[config.mk]
export PLATFORM = sky130hd
export DESIGN_NAME = npc_unit
export DESIGN_NICKNAME = d
export VERILOG_FILES = /design/src/rtl/npc_pkg.sv /design/src/rtl/npc_decode.sv /design/src/rtl/npc_cond_eval.sv /design/src/rtl/npc_target.sv /design/src/rtl/npc_unit.sv
export SDC_FILE = /design/constraint.sdc
export NUM_CORES = 1
export LEC_CHECK = 0
export BUFFER_PORTS_ARGS = -buffer_cell sky130_fd_sc_hd__buf_2
export CAP_MARGIN = 20
export CORE_MARGIN = 2
export CORE_UTILIZATION = 50
export CTS_CLUSTER_SIZE = 40
export DETAILED_ROUTE_END_ITERATION = 8
export PLACE_DENSITY_LB_ADDON = 0.08
export SLEW_MARGIN = 25
export SYNTH_ARGS = -nofsm -noshare
export SYNTH_HDL_FRONTEND = slang
export SYNTH_SLANG_ARGS = --single-unit
[constraint.sdc]
create_clock -name clk_i -period 4.51 [get_ports clk_i]
set_input_delay 0.451 -clock clk_i [delete_from_list [all_inputs] [get_ports clk_i]]
set_output_delay 0.451 -clock clk_i [all_outputs]
set_load 0.01 [all_outputs]
[src/rtl/npc_pkg.sv]
package npc_pkg;

    typedef enum logic [1:0] {
        CLS_SEQ    = 2'd0,
        CLS_BRANCH = 2'd1,
        CLS_JUMP   = 2'd2
    } instr_class_e;

    typedef enum logic [2:0] {
        C_LBC = 3'd0,
        C_EQ  = 3'd1,
        C_LT  = 3'd2,
        C_LE  = 3'd3,
        C_LBS = 3'd4,
        C_NE  = 3'd5,
        C_GE  = 3'd6,
        C_GT  = 3'd7
    } br_cond_e;

endpackage

[src/rtl/npc_decode.sv]
module npc_decode
    import npc_pkg::*;
#(
    parameter int INSTR_W   = 32,
    parameter int OPC_W     = 6,
    parameter int REG_IDX_W = 5,
    parameter int DISP_W    = 21,
    parameter logic [OPC_W-1:0] JUMP_OPC = 6'h1A
) (
    input  logic [INSTR_W-1:0]   instr_i,
    output instr_class_e         cls_o,
    output br_cond_e             cond_o,
    output logic [REG_IDX_W-1:0] ra_idx_o,
    output logic [DISP_W-1:0]    disp_o
);
    localparam int OPC_LSB = INSTR_W - OPC_W;
    localparam int RA_LSB  = OPC_LSB - REG_IDX_W;
    localparam int GRP_W   = OPC_W - 3;

    logic [OPC_W-1:0] opc;

    assign opc      = instr_i[INSTR_W-1:OPC_LSB];
    assign ra_idx_o = instr_i[RA_LSB +: REG_IDX_W];
    assign disp_o   = instr_i[DISP_W-1:0];
    assign cond_o   = br_cond_e'(opc[2:0]);

    always_comb begin
        if (opc[OPC_W-1 -: GRP_W] == {GRP_W{1'b1}}) begin
            cls_o = CLS_BRANCH;
        end else if (opc == JUMP_OPC) begin
            cls_o = CLS_JUMP;
        end else begin
            cls_o = CLS_SEQ;
        end
    end

endmodule

[src/rtl/npc_cond_eval.sv]
module npc_cond_eval
    import npc_pkg::*;
#(
    parameter int XLEN = 64
) (
    input  br_cond_e        cond_i,
    input  logic [XLEN-1:0] a_i,
    output logic            pass_o
);
    logic is_zero;
    logic is_neg;
    logic low_bit;

    assign is_zero = (a_i == '0);
    assign is_neg  = a_i[XLEN-1];
    assign low_bit = a_i[0];

    always_comb begin
        unique case (cond_i)
            C_LBC:   pass_o = !low_bit;
            C_EQ:    pass_o = is_zero;
            C_LT:    pass_o = is_neg;
            C_LE:    pass_o = is_neg || is_zero;
            C_LBS:   pass_o = low_bit;
            C_NE:    pass_o = !is_zero;
            C_GE:    pass_o = !is_neg;
            C_GT:    pass_o = !is_neg && !is_zero;
            default: pass_o = 1'b0;
        endcase
    end

endmodule

[src/rtl/npc_target.sv]
module npc_target #(
    parameter int XLEN   = 64,
    parameter int DISP_W = 21,
    parameter int ILEN_B = 4
) (
    input  logic [XLEN-1:0]   pc_i,
    input  logic [DISP_W-1:0] disp_i,
    input  logic [XLEN-1:0]   rb_i,
    output logic [XLEN-1:0]   seq_pc_o,
    output logic [XLEN-1:0]   br_target_o,
    output logic [XLEN-1:0]   jmp_target_o
);
    localparam int SHIFT = $clog2(ILEN_B);
    localparam int EXT_W = XLEN - DISP_W - SHIFT;

    logic [XLEN-1:0] disp_bytes;

    assign disp_bytes   = {{EXT_W{disp_i[DISP_W-1]}}, disp_i, {SHIFT{1'b0}}};
    assign seq_pc_o     = pc_i + XLEN'(ILEN_B);
    assign br_target_o  = seq_pc_o + disp_bytes;
    assign jmp_target_o = rb_i & ~XLEN'(ILEN_B - 1);

endmodule

[src/rtl/npc_unit.sv]
module npc_unit
    import npc_pkg::*;
#(
    parameter int XLEN      = 64,
    parameter int INSTR_W   = 32,
    parameter int REG_IDX_W = 5,
    parameter int DISP_W    = 21,
    parameter int ZERO_REG  = 31,
    parameter logic [5:0] JUMP_OPC = 6'h1A
) (
    input  logic                 clk_i,
    input  logic                 rst_i,
    input  logic [XLEN-1:0]      pc_i,
    input  logic [INSTR_W-1:0]   instr_i,
    input  logic [XLEN-1:0]      ra_val_i,
    input  logic [XLEN-1:0]      rb_val_i,
    output logic [XLEN-1:0]      next_pc_o,
    output logic                 taken_o,
    output logic                 link_we_o,
    output logic [REG_IDX_W-1:0] link_rd_o,
    output logic [XLEN-1:0]      link_val_o
);
    localparam logic [REG_IDX_W-1:0] ZERO_IDX = REG_IDX_W'(ZERO_REG);

    instr_class_e         cls;
    br_cond_e             cond;
    logic [REG_IDX_W-1:0] ra_idx;
    logic [DISP_W-1:0]    disp;
    logic                 cond_pass;
    logic [XLEN-1:0]      seq_pc, br_target, jmp_target;

    logic [XLEN-1:0] nxt_pc;
    logic            nxt_taken;
    logic            nxt_we;
    logic            out_live;

    npc_decode #(
        .INSTR_W(INSTR_W), .OPC_W(6), .REG_IDX_W(REG_IDX_W),
        .DISP_W(DISP_W), .JUMP_OPC(JUMP_OPC)
    ) decode_i (
        .instr_i(instr_i), .cls_o(cls), .cond_o(cond),
        .ra_idx_o(ra_idx), .disp_o(disp)
    );

    npc_cond_eval #(.XLEN(XLEN)) cond_i (
        .cond_i(cond), .a_i(ra_val_i), .pass_o(cond_pass)
    );

    npc_target #(.XLEN(XLEN), .DISP_W(DISP_W), .ILEN_B(4)) target_i (
        .pc_i(pc_i), .disp_i(disp), .rb_i(rb_val_i),
        .seq_pc_o(seq_pc), .br_target_o(br_target), .jmp_target_o(jmp_target)
    );

    // Output selection per instruction class
    always_comb begin
        nxt_pc    = seq_pc;
        nxt_taken = 1'b0;
        nxt_we    = 1'b0;
        unique case (cls)
            CLS_BRANCH: begin
                nxt_taken = cond_pass;
                nxt_pc    = cond_pass ? br_target : seq_pc;
            end
            CLS_JUMP: begin
                nxt_taken = 1'b1;
                nxt_pc    = jmp_target;
                nxt_we    = (ra_idx != ZERO_IDX);
            end
            default: begin
                nxt_pc = seq_pc;
            end
        endcase
    end

    // Result register
    always_ff @(posedge clk_i) begin
        if (rst_i) begin
            next_pc_o  <= '0;
            taken_o    <= 1'b0;
            link_we_o  <= 1'b0;
            link_rd_o  <= '0;
            link_val_o <= '0;
            out_live   <= 1'b0;
        end else begin
            next_pc_o  <= nxt_pc;
            taken_o    <= nxt_taken;
            link_we_o  <= nxt_we;
            link_rd_o  <= ra_idx;
            link_val_o <= seq_pc;
            out_live   <= 1'b1;
        end
    end

    a_r2_seq_advance: assert property (@(posedge clk_i) disable iff (rst_i)
        out_live && $past(cls) == CLS_SEQ |->
            next_pc_o == $past(pc_i) + 64'd4 && !taken_o && !link_we_o);

    a_r7_not_taken_is_seq: assert property (@(posedge clk_i) disable iff (rst_i)
        out_live && !taken_o |-> next_pc_o == $past(pc_i) + 64'd4);

    a_r7_branch_no_link: assert property (@(posedge clk_i) disable iff (rst_i)
        out_live && $past(cls) == CLS_BRANCH |-> !link_we_o);

    a_r8_jump_aligned: assert property (@(posedge clk_i) disable iff (rst_i)
        out_live && $past(cls) == CLS_JUMP |-> taken_o && next_pc_o[1:0] == 2'b00);

    a_r9_no_zero_link: assert property (@(posedge clk_i) disable iff (rst_i)
        link_we_o |-> link_rd_o != ZERO_IDX);

    a_r9_link_value: assert property (@(posedge clk_i) disable iff (rst_i)
        out_live && link_we_o |-> link_val_o == $past(pc_i) + 64'd4);

endmodule

Word-level counts from Yosys, hierarchy flattened
Index checks and enable logic that the tools add are counted.
W data, S select, Z words.
{ "totals": {"register_bits": 135, "input_bits": 226, "output_inout_bits": 135, "wordCells": 34} }
{ "op_classes": {"n_addsub": 2, "eq_ne": 12, "mux": 6, "bitwise": 1, "reduce_logical": 8} }
{ "op_table": {"columns": ["operator", "n"], "rows": [
  ["$pmux W64 S2", 1],
  ["$add A64 B3 Y64 const B", 1],
  ["$add A64 B64 Y64", 1],
  ["$logic_not A64 Y1", 1],
  ["$mux W64", 1],
  ["$eq A3 B3 Y1 const B", 5],
  ["$pmux W1 S8", 1],
  ["$eq A3 B2 Y1 const B", 2],
  ["$eq A6 B5 Y1 const B", 1],
  ["$ne A5 B5 Y1 const B", 1],
  ["$mux W2", 2],
  ["$eq A3 B1 Y1 const B", 1],
  ["$logic_not A1 Y1", 3],
  ["$logic_not A3 Y1", 1],
  ["$eq A2 B1 Y1 const B", 1],
  ["$eq A2 B2 Y1 const B", 1],
  ["$pmux W1 S2", 1],
  ["$reduce_or A2 Y1", 1],
  ["$logic_and A1 B1 Y1", 1],
  ["$logic_or A1 B1 Y1", 1],
  ["$not A1 Y1", 1]
]} }

Depth between registers and ports, before layout
{ "logic_depth": {"word_depth": 6, "ltp_mapped": 18, "depth_no_buf": 18} }

By module
A second synthesis with hierarchy kept.
{ "hier_totals": {"cells_unflattened": 1294, "area_unflattened_um2": 10413.7} }
{ "by_module_without_submodules": {"columns": ["mod", "instances", "cells_per_inst", "area_per_inst_um2", "seq_area_each_um2"], "rows": [
  ["npc_target", 1, 783, 5348.9, 0.0],
  ["npc_unit", 1, 452, 4639.4, 2702.6],
  ["npc_decode", 1, 32, 239.0, 0.0],
  ["npc_cond_eval", 1, 27, 186.4, 0.0]
]} }

Worst setup path after synthesis
Ideal clock, no wire load.
{ "synth_timing": {"path_type": "input-to-reg", "startpoint": "in pc_i[24]", "endpoint": "reg next_pc_o[62]", "setup_time_ns": 0.075, "arrival_ns": 4.071, "required_ns": 4.435, "slack_ns": 0.365, "cell_stages": 18, "path_buffers": 1, "cell_sequence": "and4_4 > nand4_4 > or4_4 > nor2_4 > and2_1 > nand2_1 > xnor2_1 > ha_1 > clkbuf_1 > a21oi_1 > o21a_1 > o22ai_1 > nor2_1 > o21ai_0 > a21o_1 > o211a_1 > or4_1 > a31oi_1"} }
{ "synth_between": {"elab_chain_cells": 4} }
{ "synth_rtl": {"columns": ["element", "line", "source"], "rows": [
  ["start, declared", "npc_unit.sv:13", "input logic [XLEN-1:0] pc_i,"],
  ["$add A64 B3 Y64", "npc_target.sv:19", "assign seq_pc_o = pc_i + XLEN'(ILEN_B);"],
  ["named net seq_pc[43]", "npc_unit.sv:30", "logic [XLEN-1:0] seq_pc, br_target, jmp_target;"],
  ["$add A64 B64 Y64", "npc_target.sv:20", "assign br_target_o = seq_pc_o + disp_bytes;"],
  ["$mux W64", "npc_unit.sv:62", "nxt_pc = cond_pass ? br_target : seq_pc;"],
  ["$pmux W64 S2", "npc_unit.sv:59", "unique case (cls)"],
  ["end signal, assigned", "npc_unit.sv:85", "next_pc_o <= nxt_pc;"],
  ["end, declared", "npc_unit.sv:17", "output logic [XLEN-1:0] next_pc_o,"]
]} }
The timed path passes the listed nets, and every way through them passes these cells.
A chain may end at the register's enable or synchronous reset.

Worst setup path after layout
{ "layout_timing": {"startpoint": "in pc_i[24]", "endpoint": "reg next_pc_o[63]"} }
The elaborated chain is that of the path after synthesis.

==> impl_metrics.yaml <==
floorplan:
  die_h_um: 143
  fp.dieArea_mm2: 0.0206
  num_rows: 50
  io-pin-count: 361
  initial_core_util_pct: 51.4
  die_w_um: 143
  core-area_mm2: 0.0189
power_and_ir_drop:
  power_frac_clock_pct: 40.5
  internal_power_uw: 2810
  seqPwrFrac_pct: 31.8
  peakVddDrop_uv: 256
  p_total_uw: 4050
  p_comb_share_pct: 27.7
  p_leak_uw: 0.00640
  swShare_pct: 30.7
  power.density_mw_per_mm2: 308
  p_switching_uw: 1240
drt:
  ant_nets: 0
  drtIter0Drc: 1012
  drt_first_pass_iters: 5
  drc: 0
  wire_per_inst_um: 18.9
  viasPerCell: 5.81
  vias: 11200
  routed_wl_um: 36300
cts:
  cts_tree: "done"
  cts_sinks: 135
  htreeDepth: 4
  cts_inserted_buffers: 17
  holdBufCountCts: 0
  clkTransAtPathRegs_ps: 60
  post-cts-setup-buffer-count: 0
  cts_resized: 0
  clockBufferDepth: 2
  cts-root-buf: "clkbuf_16"
logic_synthesis:
  ys_seq_area_share_pct: 27.8
  synth_edf_count: 0
  ys.flop_type: "dfxtp_1"
  synth_cell_type_count: 79
  async_flop_share_pct: 0
  synth-seq-cells: 135
  synth_nets: 1513
  avgSynthCellArea_um2: 8.03
  ys.warnings.count: 0
  netlist_instances: 1210
  synth_area_mm2: 0.00971
final_layout:
  finalNetCount: 1950
  area_growth_syn_to_layout_pct: 35.3
  drive_gt1_share_pct: 32.7
  seqCellArea_mm2: 0.00270
  n_fill_cell: 1637
  fin_cells: 1922
  multi_input_area_mm2: 0.00665
global_routing:
  grt_use_total_pct: 34.4
  antenna_found_initial: 4
  grt_pass1_vias: 10600
  grt_first_pass_wirelength_um: 54700
  overflow: 0
  grt_max_degree: 59
timing:
  fmax_mhz: 240
  min_period_ps: 4160
  finalHoldViolations: 0
  slew_headroom_pct: 47.0
  max_slew.worst_pin.slew_ps: 794
  whs_ps: 247
  setup_violations: 0
  rsz0062_at_grt: "false"
  slew_viol_final: 0
  fin_crit_sh_pct: 92.2
worst_setup_path:
  worstSetupPathType: "in -> reg"
  crit_required_ps: 4870
  crit_path_start_kind: "input port"
  crit_chain: "buf_2, and4_4, nand4_4, or4_4, buf_4, nor3_4, nand3_1, xnor2_1, ha_1, a21oi_1, o21bai_1, a21oi_1, o21ai_0, a22oi_1, nand4_1, and3_1, or4_1, a31oi_1"
  critPathMostFrequentCell: "a21oi_1"
  slowest_delay_ps: 590
  critPathCaptureType: "flop"
  slowest_stage: "or4_4"
  cp_data_arrival_time_ps: 4520
  cp_max_fo: 4
placement:
  hpwl_um: 28300
  post-place-cells: 1888
  globalplace.congestion: 0.976
  io_buffers: 358
run_status:
  status: "finished clean"
hold_path:
  min_path_cells: 2
  worstHoldPathType: "in -> reg"
flow_run:
  maxCapViolCount: 0
==> registers in the layout, summed over array words and instances, names as in the netlist <==
| register | flops |
|---|---|
| link_rd_o | 5 |
| link_we_o | 1 |
| link_val_o | 64 |
| taken_o | 1 |
| next_pc_o | 64 |
==> cells by family after synthesis <==
family                     Yosys count  synth area share [%]
and+or+nand+nor                    443                  24.4
adders and majority gates           77                  9.99
AOI/OAI and AO/OA                  365                  24.8
xor gates and xnor gates            96                  9.04
buffers and inverters               94                  3.86
DFF                                135                  27.8
==> metrics by stage <==
| stage | setup WS [ps] | TNS [ps] | utilization, % | area (µm²) |
|---|---|---|---|---|
| 2_1_floorplan | 365 | 0 | - | 9710 |
| 3_3_place_gp | 31.5 | 0 | 66.0 | 12500 |
| 3_5_place_dp | -3.22 | -6.37 | 66.0 | 12500 |
| 4_1_cts | 400 | 0 | 69.5 | 13100 |
| 5_1_grt | 71.3 | 0 | 69.6 | 13100 |
| 6_report | 351 | 0 | 69.6 | 13100 |
==> worst paths after layout <==
| kind | from | end | slack (ps) |
|---|---|---|---|
| setup / recovery | pc_i[24] | next_pc_o[63] | 350 |
| hold / removal | instr_i[21] | link_rd_o[0] | 250 |
==> per-layer routing <==
| metal | wire length (µm) | GRT usage [%] |
|---|---|---|
| met5 | 12 | 0 |
| met4 | 1210 | 12.2 |
| met3 | 2680 | 6.10 |
| met2 | 17700 | 60.5 |
| met1 | 14700 | 42.0 |
==> Yosys cell counts, drive strengths merged (9+ instances only) <==
cell type / n / share of area, %
xnor2: 55 / 5.2
inv: 44 / 1.7
o211ai: 9 / 0.80
dfxtp: 135 / 28
nand4: 36 / 2.6
o21bai: 13 / 1.0
buf: 14 / 0.77
nor2: 61 / 2.5
nand2: 110 / 4.3
nor4: 22 / 1.8
and3: 27 / 1.7
ha: 76 / 9.8
xor2: 41 / 3.9
a22oi: 52 / 4.0
nand3: 51 / 2.6
nor2b: 14 / 0.90
o21a: 9 / 0.70
a21o: 32 / 2.5
a21oi: 131 / 6.9
nor3: 28 / 1.7
clkbuf: 36 / 1.4
o21ai: 50 / 2.6
and2: 64 / 4.1
==> worst max-delay path, delay by kind of cell <==
kind	cells	cell delay, ps
AOI/OAI and AO/OA	6	1040
adders and majority gates	1	310
buffers and inverters	2	290
and+or+nand+nor	8	2180
xor gates and xnor gates	1	250
==> cell type report <==
| class | count | area share [%] |
|---|---|---|
| multi-input cells | 981 | 50.6 |
| flip-flops and latches | 135 | 20.6 |
| repair buffers | 468 | 20.0 |
| clock buffers | 20 | 3.40 |
| well taps | 260 | 2.48 |
| clock inverters | 11 | 1.67 |
| inverters | 44 | 1.26 |
| diodes | 3 | 0.0571 |
==> power groups by stage <==
stage	logic (µW)	clock network (µW)	registers, µW
floorplan	600	0	1350
global placement	1080	0	1310
detailed placement	1090	0	1310
CTS	1100	1640	1290
global route	1220	1690	1290
finish	1120	1640	1290
==> placed cells by master (no fill, tap or decap), types with 26 or more instances in the layout <==
master	synthesis	routed
inv_1	44	44
and3_1	27	26
and2_1	63	62
nor2_1	59	59
a21o_1	32	32
a21oi_1	127	127
dfxtp_1	135	135
buf_4	3	109
xor2_1	39	39
o21ai_0	45	45
nand3_1	51	51
ha_1	76	76
xnor2_1	52	52
nand4_1	33	33
a22oi_1	52	52
nand2_1	109	109
buf_2	9	358
Note: power is estimated with default switching activity, not from simulation.
